`config.mk`:
```
export PLATFORM = sky130hd
export DESIGN_NAME = cwf_fill_seq
export DESIGN_NICKNAME = d
export VERILOG_FILES = /design/src/rtl/cwf_fill_seq.sv
export SDC_FILE = /design/constraint.sdc
export NUM_CORES = 1
export LEC_CHECK = 0
export ABC_CLOCK_PERIOD_IN_PS = 3200
export BUFFER_PORTS_ARGS = -buffer_cell sky130_fd_sc_hd__buf_2
export CORE_ASPECT_RATIO = 0.8
export CORE_MARGIN = 1
export CORE_UTILIZATION = 28
export DETAILED_ROUTE_END_ITERATION = 10
export PLACE_DENSITY_LB_ADDON = 0.1
export RECOVER_POWER = 50
export SLEW_MARGIN = 20
export SYNTH_ARGS = -nofsm -noshare
export SYNTH_HDL_FRONTEND = slang
export SYNTH_SLANG_ARGS = --single-unit
```
`constraint.sdc`:
```
create_clock -name clk -period 3.2 [get_ports clk]
set_clock_uncertainty 0.1 [all_clocks]
set_input_delay 0 -clock clk [delete_from_list [all_inputs] [get_ports clk]]
set_output_delay 0 -clock clk [all_outputs]
set_load 0.01 [all_outputs]
```
`src/rtl/cwf_fill_seq.sv`:
```
module cwf_fill_seq #(
  parameter int LINE_BYTES = 64,
  parameter int BEAT_BYTES = 8,
  localparam int BEATS  = LINE_BYTES / BEAT_BYTES,
  localparam int IDX_W  = $clog2(BEATS),
  localparam int OFF_W  = $clog2(LINE_BYTES),
  localparam int SUB_W  = $clog2(BEAT_BYTES),
  localparam int DATA_W = 8 * BEAT_BYTES
) (
  input  logic              clk,
  input  logic              rst_n,
  input  logic              req_valid,
  input  logic [OFF_W-1:0]  req_offset,
  output logic              req_ready,
  input  logic              src_valid,
  input  logic [DATA_W-1:0] src_data,
  output logic              wr_en,
  output logic [IDX_W-1:0]  wr_idx,
  output logic [DATA_W-1:0] wr_data,
  output logic              crit_ready,
  output logic              fill_done,
  input  logic              rd_valid,
  input  logic [OFF_W-1:0]  rd_offset,
  output logic              rd_grant
);

  logic             busy;
  logic [IDX_W-1:0] ptr;
  logic [IDX_W-1:0] cnt;
  logic [BEATS-1:0] have;
  logic             accept;
  logic             last;
  logic [IDX_W-1:0] rd_idx;

  assign req_ready = ~busy;
  assign accept    = req_valid & ~busy;
  assign wr_en     = busy & src_valid;
  assign wr_idx    = ptr;
  assign wr_data   = src_data;
  assign last      = (cnt == IDX_W'(BEATS - 1));
  assign fill_done = wr_en & last;
  assign rd_idx    = rd_offset[OFF_W-1:SUB_W];
  assign rd_grant  = rd_valid & (have[rd_idx] | (wr_en & (ptr == rd_idx)));

  always_ff @(posedge clk or negedge rst_n) begin
    if (!rst_n) begin
      busy       <= 1'b0;
      ptr        <= '0;
      cnt        <= '0;
      have       <= '0;
      crit_ready <= 1'b0;
    end else if (accept) begin
      busy       <= 1'b1;
      ptr        <= req_offset[OFF_W-1:SUB_W];
      cnt        <= '0;
      have       <= '0;
      crit_ready <= 1'b0;
    end else if (wr_en) begin
      ptr        <= ptr + IDX_W'(1);
      cnt        <= cnt + IDX_W'(1);
      have[ptr]  <= 1'b1;
      crit_ready <= 1'b1;
      if (last) busy <= 1'b0;
    end
  end

endmodule

```
==> results of run 1 <==
-- flip-flops by register name (all words and copies together) (netlist names) --
| name | flops |
|---|---|
| cnt | 3 |
| wr_idx | 3 |
| busy | 1 |
| have | 8 |
| crit_ready | 1 |
-- cell families (layout without fill, tap and decap cells) --
kind of cell / count (synthesis) / in the layout / share of synthesized area (%)
muxes: 4 / 4 / 5.82
buffers and inverters: 69 / 93 / 40.0
DFF: 16 / 16 / 31.6
AOI/OAI and AO/OA: 16 / 16 / 9.07
adders and majority gates: 3 / 3 / 2.96
and+or+nand+nor: 20 / 20 / 7.79
xor gates and xnor gates: 4 / 4 / 2.76
-- layout by cell type (no fill, tap or decap), types with 2 or more instances in the layout --
master	instances
dlygate4sd3_1	69
mux4_1	2
a22o_1	2
buf_2	17
a21oi_1	4
clkbuf_8	3
nand2_1	2
nor2_1	9
inv_1	2
xnor2_1	3
a32o_1	2
ha_1	3
dfrtp_1	16
nor2b_1	2
and3_1	2
a31oi_1	2
-- cells in the mapped netlist --
cell,count,area share (%)
a21boi_1,1,0.59
a21o_1,1,0.59
a21oi_1,4,1.6
a221o_1,1,0.79
a22o_1,2,1.4
a22oi_1,1,0.59
a31oi_1,2,0.99
a32o_1,2,1.6
and2_1,1,0.49
and3_1,2,0.99
and3b_1,1,0.69
buf_2,1,0.39
buf_4,64,38
buf_6,1,0.89
clkbuf_1,1,0.30
dfrtp_1,16,32
ha_1,3,3.0
inv_1,2,0.59
mux2_2,1,0.89
mux2i_1,1,0.79
mux4_1,2,4.1
nand2_1,2,0.59
nand3_1,1,0.39
nand4_1,1,0.49
nor2_1,9,2.7
nor2_2,1,0.49
nor2b_1,2,0.99
o21ai_0,1,0.39
o31ai_1,1,0.59
xnor2_1,3,2.1
xor2_1,1,0.69
-- path summary, 6_finish.rpt --
| check | startpoint | end |
|---|---|---|
| max in group asynchronous | rst_n | have[3]$_DFFE_PN0P_ |
| max reg2reg | busy$_DFFE_PN0P_ | wr_idx[0]$_DFFE_PN0P_ |
| min reg2reg | crit_ready$_DFFE_PN0P_ | crit_ready$_DFFE_PN0P_ |
| min in group asynchronous | rst_n | cnt[2]$_DFFE_PN0P_ |
| min | src_valid | busy$_DFFE_PN0P_ |
| max | have[5]$_DFFE_PN0P_ | rd_grant |
-- metrics by stage --
step	hold WS [ns]	instance area [um2]	util (%)	setup slack, ns
floorplan	-0.396	1270	-	1.97
global placement	-0.156	937	22.0	1.68
detailed placement	-0.152	937	22.0	1.71
CTS	0.00894	1670	39.2	1.53
global route	0.0327	1670	39.2	1.39
finish	0.0287	1670	39.2	1.57
-- power by group through the flow --
stage | sequential [mW] | clock [mW] | combinational, mW
final | 0.380 | 0.148 | 0.385
after global routing | 0.394 | 0.163 | 0.431
after CTS | 0.381 | 0.156 | 0.389
after detailed placement | 0.385 | 0 | 0.292
after global placement | 0.385 | 0 | 0.291
after floorplan | 0.354 | 0 | 0.304
-- area by class of cell --
| cell class | count | area, um2 | share of cell area (%) |
|---|---|---|---|
| clock buffers | 3 | 41.3 | 2.48 |
| inverters | 2 | 7.51 | 0.450 |
| flip-flops and latches | 16 | 400 | 24.0 |
| repair buffers | 88 | 787 | 47.2 |
| multi-input cells | 47 | 360 | 21.6 |
| well taps | 57 | 71.3 | 4.28 |
-- tightest hold or removal path: cells and delay by family --
family	cells	cell delay, ns
and+or+nand+nor	2	0.22
buffers and inverters	1	0.12
-- per-layer routing --
layer  GRT usage (%)  vias up  wire length [um]
li1                -      425                 -
met1            13.0      438              1120
met2            20.9       72              1510
met3            3.09        2               197
met4            3.54        0                27
met5               0        -                 0
-- what timing repair did --
| action | 4_1_cts | 5_1_grt |
|---|---|---|
| gates resized for setup | 0 | 0 |
| endpoints found under the hold margin | 84 | 0 |
| hold buffers | 69 | 0 |
==> results by group, run 1 <==
Route
  – Drt total wl: 2.86 mm
  – DRT iter0 DRCs: 25
  – Antenna viol nets, final: 0
  – Residual DRC: 0
  – Routed wire length per instance: 13.4 um
  – Drt first pass iters: 4
  – Vias: 937
  – Vias per cell: 4.40

Clock network
  – Clk sinks: 16
  – Number of H-tree levels: 1
  – Clock slew at reported path FFs: 0.06 ns
  – TritonCTS Buffers: 3
  – Setup repair bufs after CTS: 0
  – Clk_lat worst skew: 0.24 ns
  – Deepest clock path buffer count: 2
  – CTS root buf: clkbuf_8
  – CTS tree: built

Critical path
  – CP endpoint kind: output pin
  – CP Cell Sequence: mux4_1 > mux2i_1 > a21boi_1 > buf_2
  – Crit path max fanout: 2
  – Worst path slowest cell: mux4_1
  – Worst Path Buf+Inv: 1
  – Flop-to-flop setup slack: 1.72 ns
  – Worst Path Arrival: 1.53 ns
  – Delay-heaviest family, CP: multiplexers
  – Worst Path Required: 3.10 ns
  – Reg2Reg Depth: 3
  – Path length in cells of the critical path: 4
  – Slowest stage delay, CP: 0.53 ns
  – Critical path type: reg2out
  – CP startpoint kind: register

Floorplan
  – Chip Width: 77.3 um
  – # IOs: 153
  – Die height: 62.2 um
  – Core Footprint: 4260 um2
  – Num rows: 21
  – Starting Density: 29.8%
  – Die area: 4810 um2

Logic synthesis
  – Synth cell types: 31
  – Syn. warnings: 0
  – Mapped Cells: 132
  – FF+latch count, synth: 16
  – Synth Area per Inst: 9.61 um2
  – Syn nets: 216
  – Post-synthesis instance area: 1270 um2
  – Sequential share of the synthesized area: 31.6%

Timing
  – RSZ-0062 raised after global routing: false
  – Worst slew pin tran: 0.945 ns
  – F_max: 615 MHz
  – Endpoints failing hold: 0
  – Fin crit share: 50.8%
  – Final Setup Violations: 0
  – Fin crit period: 1.63 ns
  – Worst slew margin: 37.0%
  – Final Slew Violations: 0
  – Total negative slack: 0 ns

Power
  – Sequential power share: 41.6%
  – Max VDD drop: 241 uV
  – Leakage: 0.724 nW
  – Power Internal: 584 uW
  – Net switching component of the power: 329 uW
  – Clock share of power: 16.2%
  – P per Cell Area: 547 nW/um2
  – Switching portion of total power: 36.0%
  – Power, Total: 913 uW
  – Combinational Power Share: 42.2%

Cells and area
  – Diodes inserted: 0
  – Finished Layout Cells: 213
  – Fill cells: 435
  – Area delta synth->final: 31.5%
  – Nets: 242
  – Share of cells above drive strength 1: 14.7%

Status
  – Status: complete, no violations

Global routing
  – Vias in the first global route: 882
  – Grt ovf: 0
  – GRT Util Overall: 11.5%
  – Initial antenna violation count: 0
  – Largest net degree at the start of global routing: 17
  – First-pass GRT wire length: 4.31 mm

Hold path
  – Depth of the worst hold-timing path: 3
  – Worst hold path type: in2reg

Placement
  – Post-DP HPWL: 1.72 mm
  – Placed cells: 141
  – GP Congestion: 0.705
  – IO buf count: 18

Flow run
  – Max_cap viols: 0
(Power assumes the default switching activity.)
==> run 2, diff against run 1 <==
Settings changed: ABC_CLOCK_PERIOD_IN_PS 3200 to 1300.
Clock period 3.2 ns to 1.3 ns, I/O delays scaled along.
==> results by group, run 2 (synthesis results as in run 1) <==
Critical path
  – CP startpoint kind: register
  – Critical path type: reg2out
  – CP endpoint kind: output pin
  – Worst Path Arrival: 1.46 ns
  – Worst Path Required: 1.20 ns
  – Crit path max fanout: 2

Global routing
  – GRT Util Overall: 12.7%
  – Vias in the first global route: 946
  – Initial antenna violation count: 0
  – Largest net degree at the start of global routing: 17
  – Grt ovf: 0
  – First-pass GRT wire length: 4.80 mm

Power
  – Combinational Power Share: 48.8%
  – Power, Total: 2.52 mW
  – Clock share of power: 15.0%
  – Max VDD drop: 663 uV
  – P per Cell Area: 1400 nW/um2
  – Sequential power share: 36.2%
  – Power Internal: 1.63 mW
  – Leakage: 0.780 nW
  – Switching portion of total power: 35.4%
  – Net switching component of the power: 894 uW

Clock network
  – Clock slew at reported path FFs: 0.07 ns
  – Clk_lat worst skew: 0.25 ns
  – Number of H-tree levels: 1
  – Deepest clock path buffer count: 2
  – CTS tree: built
  – CTS root buf: clkbuf_8
  – Clk sinks: 16
  – TritonCTS Buffers: 3

Route
  – Residual DRC: 0
  – Routed wire length per instance: 13.7 um
  – Drt first pass iters: 3
  – Vias: 973
  – Vias per cell: 4.32
  – Drt total wl: 3.07 mm
  – Antenna viol nets, final: 0
  – DRT iter0 DRCs: 23

Floorplan
  – Die area: 4810 um2
  – Die height: 62.2 um
  – Chip Width: 77.3 um
  – Num rows: 21
  – Starting Density: 29.8%
  – # IOs: 153
  – Core Footprint: 4260 um2

Cells and area
  – Most frequent cells in the layout: 69 x dlygate4sd3_1, 16 x buf_2, 14 x dfrtp_1
  – Area delta synth->final: 42.1%
  – Finished Layout Cells: 225
  – Diodes inserted: 0
  – Fill cells: 418
  – Register with the most flip-flops: have
  – Share of cells above drive strength 1: 29.2%
  – Largest register FFs: 8
  – Nets: 254
  – Most common cell after layout, fill and taps aside: dlygate4sd3_1

Hold path
  – Worst hold path type: in2async

Timing
  – Worst slew pin tran: 0.421 ns
  – Fin crit share: 120%
  – Worst slew margin: 72.0%
  – Total negative slack: -0.302 ns
  – RSZ-0062 raised after global routing: true
  – Final Slew Violations: 0
  – F_max: 642 MHz
  – Fin crit period: 1.56 ns
  – Endpoints failing hold: 0
  – Post-route setup slack: -0.257 ns
  – Final Setup Violations: 2

Status
  – Failing checks: negative setup slack
  – Status: finished with violations

Flow run
  – Max_cap viols: 0

Placement
  – Placed cells: 150
  – IO buf count: 18
  – GP Congestion: 0.696
  – Post-DP HPWL: 1.88 mm
run 2: cell count changes in the layout (fill, tap and decap cells not counted), moves of 2 or more:
cell | before | now
buf_4 | 1 | 12
and3_1 | 2 | 0
buf_6 | 0 | 2
dfrtp_1 | 16 | 14
dfrtp_2 | 0 | 2
ha_1 | 3 | 1
mux4_1 | 2 | 0
mux4_2 | 0 | 2
run 2: through the flow:
step / utilization, % / area, um2 / setup WS (ns) / hold WS, ns
5_1_grt: 42.4 / 1800 / -0.328 / 0.139
4_1_cts: 41.6 / 1770 / -0.273 / 0.115
6_report: 42.4 / 1800 / -0.257 / 0.109
3_3_place_gp: 23.6 / 1000 / -0.0301 / -0.150
2_1_floorplan: - / 1270 / 0.0666 / -0.396
3_5_place_dp: 23.6 / 1000 / -0.0308 / -0.147
run 2: worst paths after layout:
check                                  startpoint                      to  slack (ns)  cells past startpoint
max                           have[7]$_DFFE_PN0P_                rd_grant       -0.26                      4
min                                         rst_n     have[0]$_DFFE_PN0P_        0.11                      2
max reg2reg                 wr_idx[0]$_DFFE_PN0P_   wr_idx[1]$_DFFE_PN0P_        0.04                      3
min reg2reg                crit_ready$_DFFE_PN0P_  crit_ready$_DFFE_PN0P_        0.39                      1
max in group asynchronous                   rst_n   wr_idx[1]$_DFFE_PN0P_        0.66                      2
min in group clk                        src_valid   wr_idx[2]$_DFFE_PN0P_        0.12                      4
run 2: what timing repair did:
action	in CTS	in global routing
pin swaps	2	1
endpoints found under the setup margin	2	11
buffers inserted	2	1
hold endpoints to repair	84	0
resized for setup	7	11
hold buffers	69	0
run 2: worst max-delay path, cell delays in order (launching register included):
cell	delay [ns]
dfrtp_1	0.38
mux4_2	0.47
mux2i_1	0.14
a21boi_1	0.07
buf_2	0.14
run 2: power groups by stage:
stage / clock network, mW / logic (mW) / registers [mW]
floorplan: 0 / 0.748 / 0.871
global placement: 0 / 0.941 / 0.895
detailed placement: 0 / 0.920 / 0.897
CTS: 0.393 / 1.21 / 0.904
global route: 0.415 / 1.38 / 0.946
finish: 0.379 / 1.23 / 0.913
run 2: routing by layer:
| metal | track usage [%] | up-vias | wire length, um |
|---|---|---|---|
| met4 | 3.54 | 0 | 27 |
| met5 | 0 | - | 0 |
| met2 | 21.7 | 72 | 1600 |
| met3 | 2.65 | 2 | 199 |
| li1 | - | 448 | - |
| met1 | 16.2 | 451 | 1250 |
run 2: layout make-up:
class / instances / area [um2] / area share, %
clock buffers: 3 / 41.3 / 2.29
inverters: 2 / 7.51 / 0.416
multi-input cells: 47 / 392 / 21.7
flip-flops and latches: 16 / 403 / 22.3
well taps: 57 / 71.3 / 3.96
repair buffers: 100 / 888 / 49.3
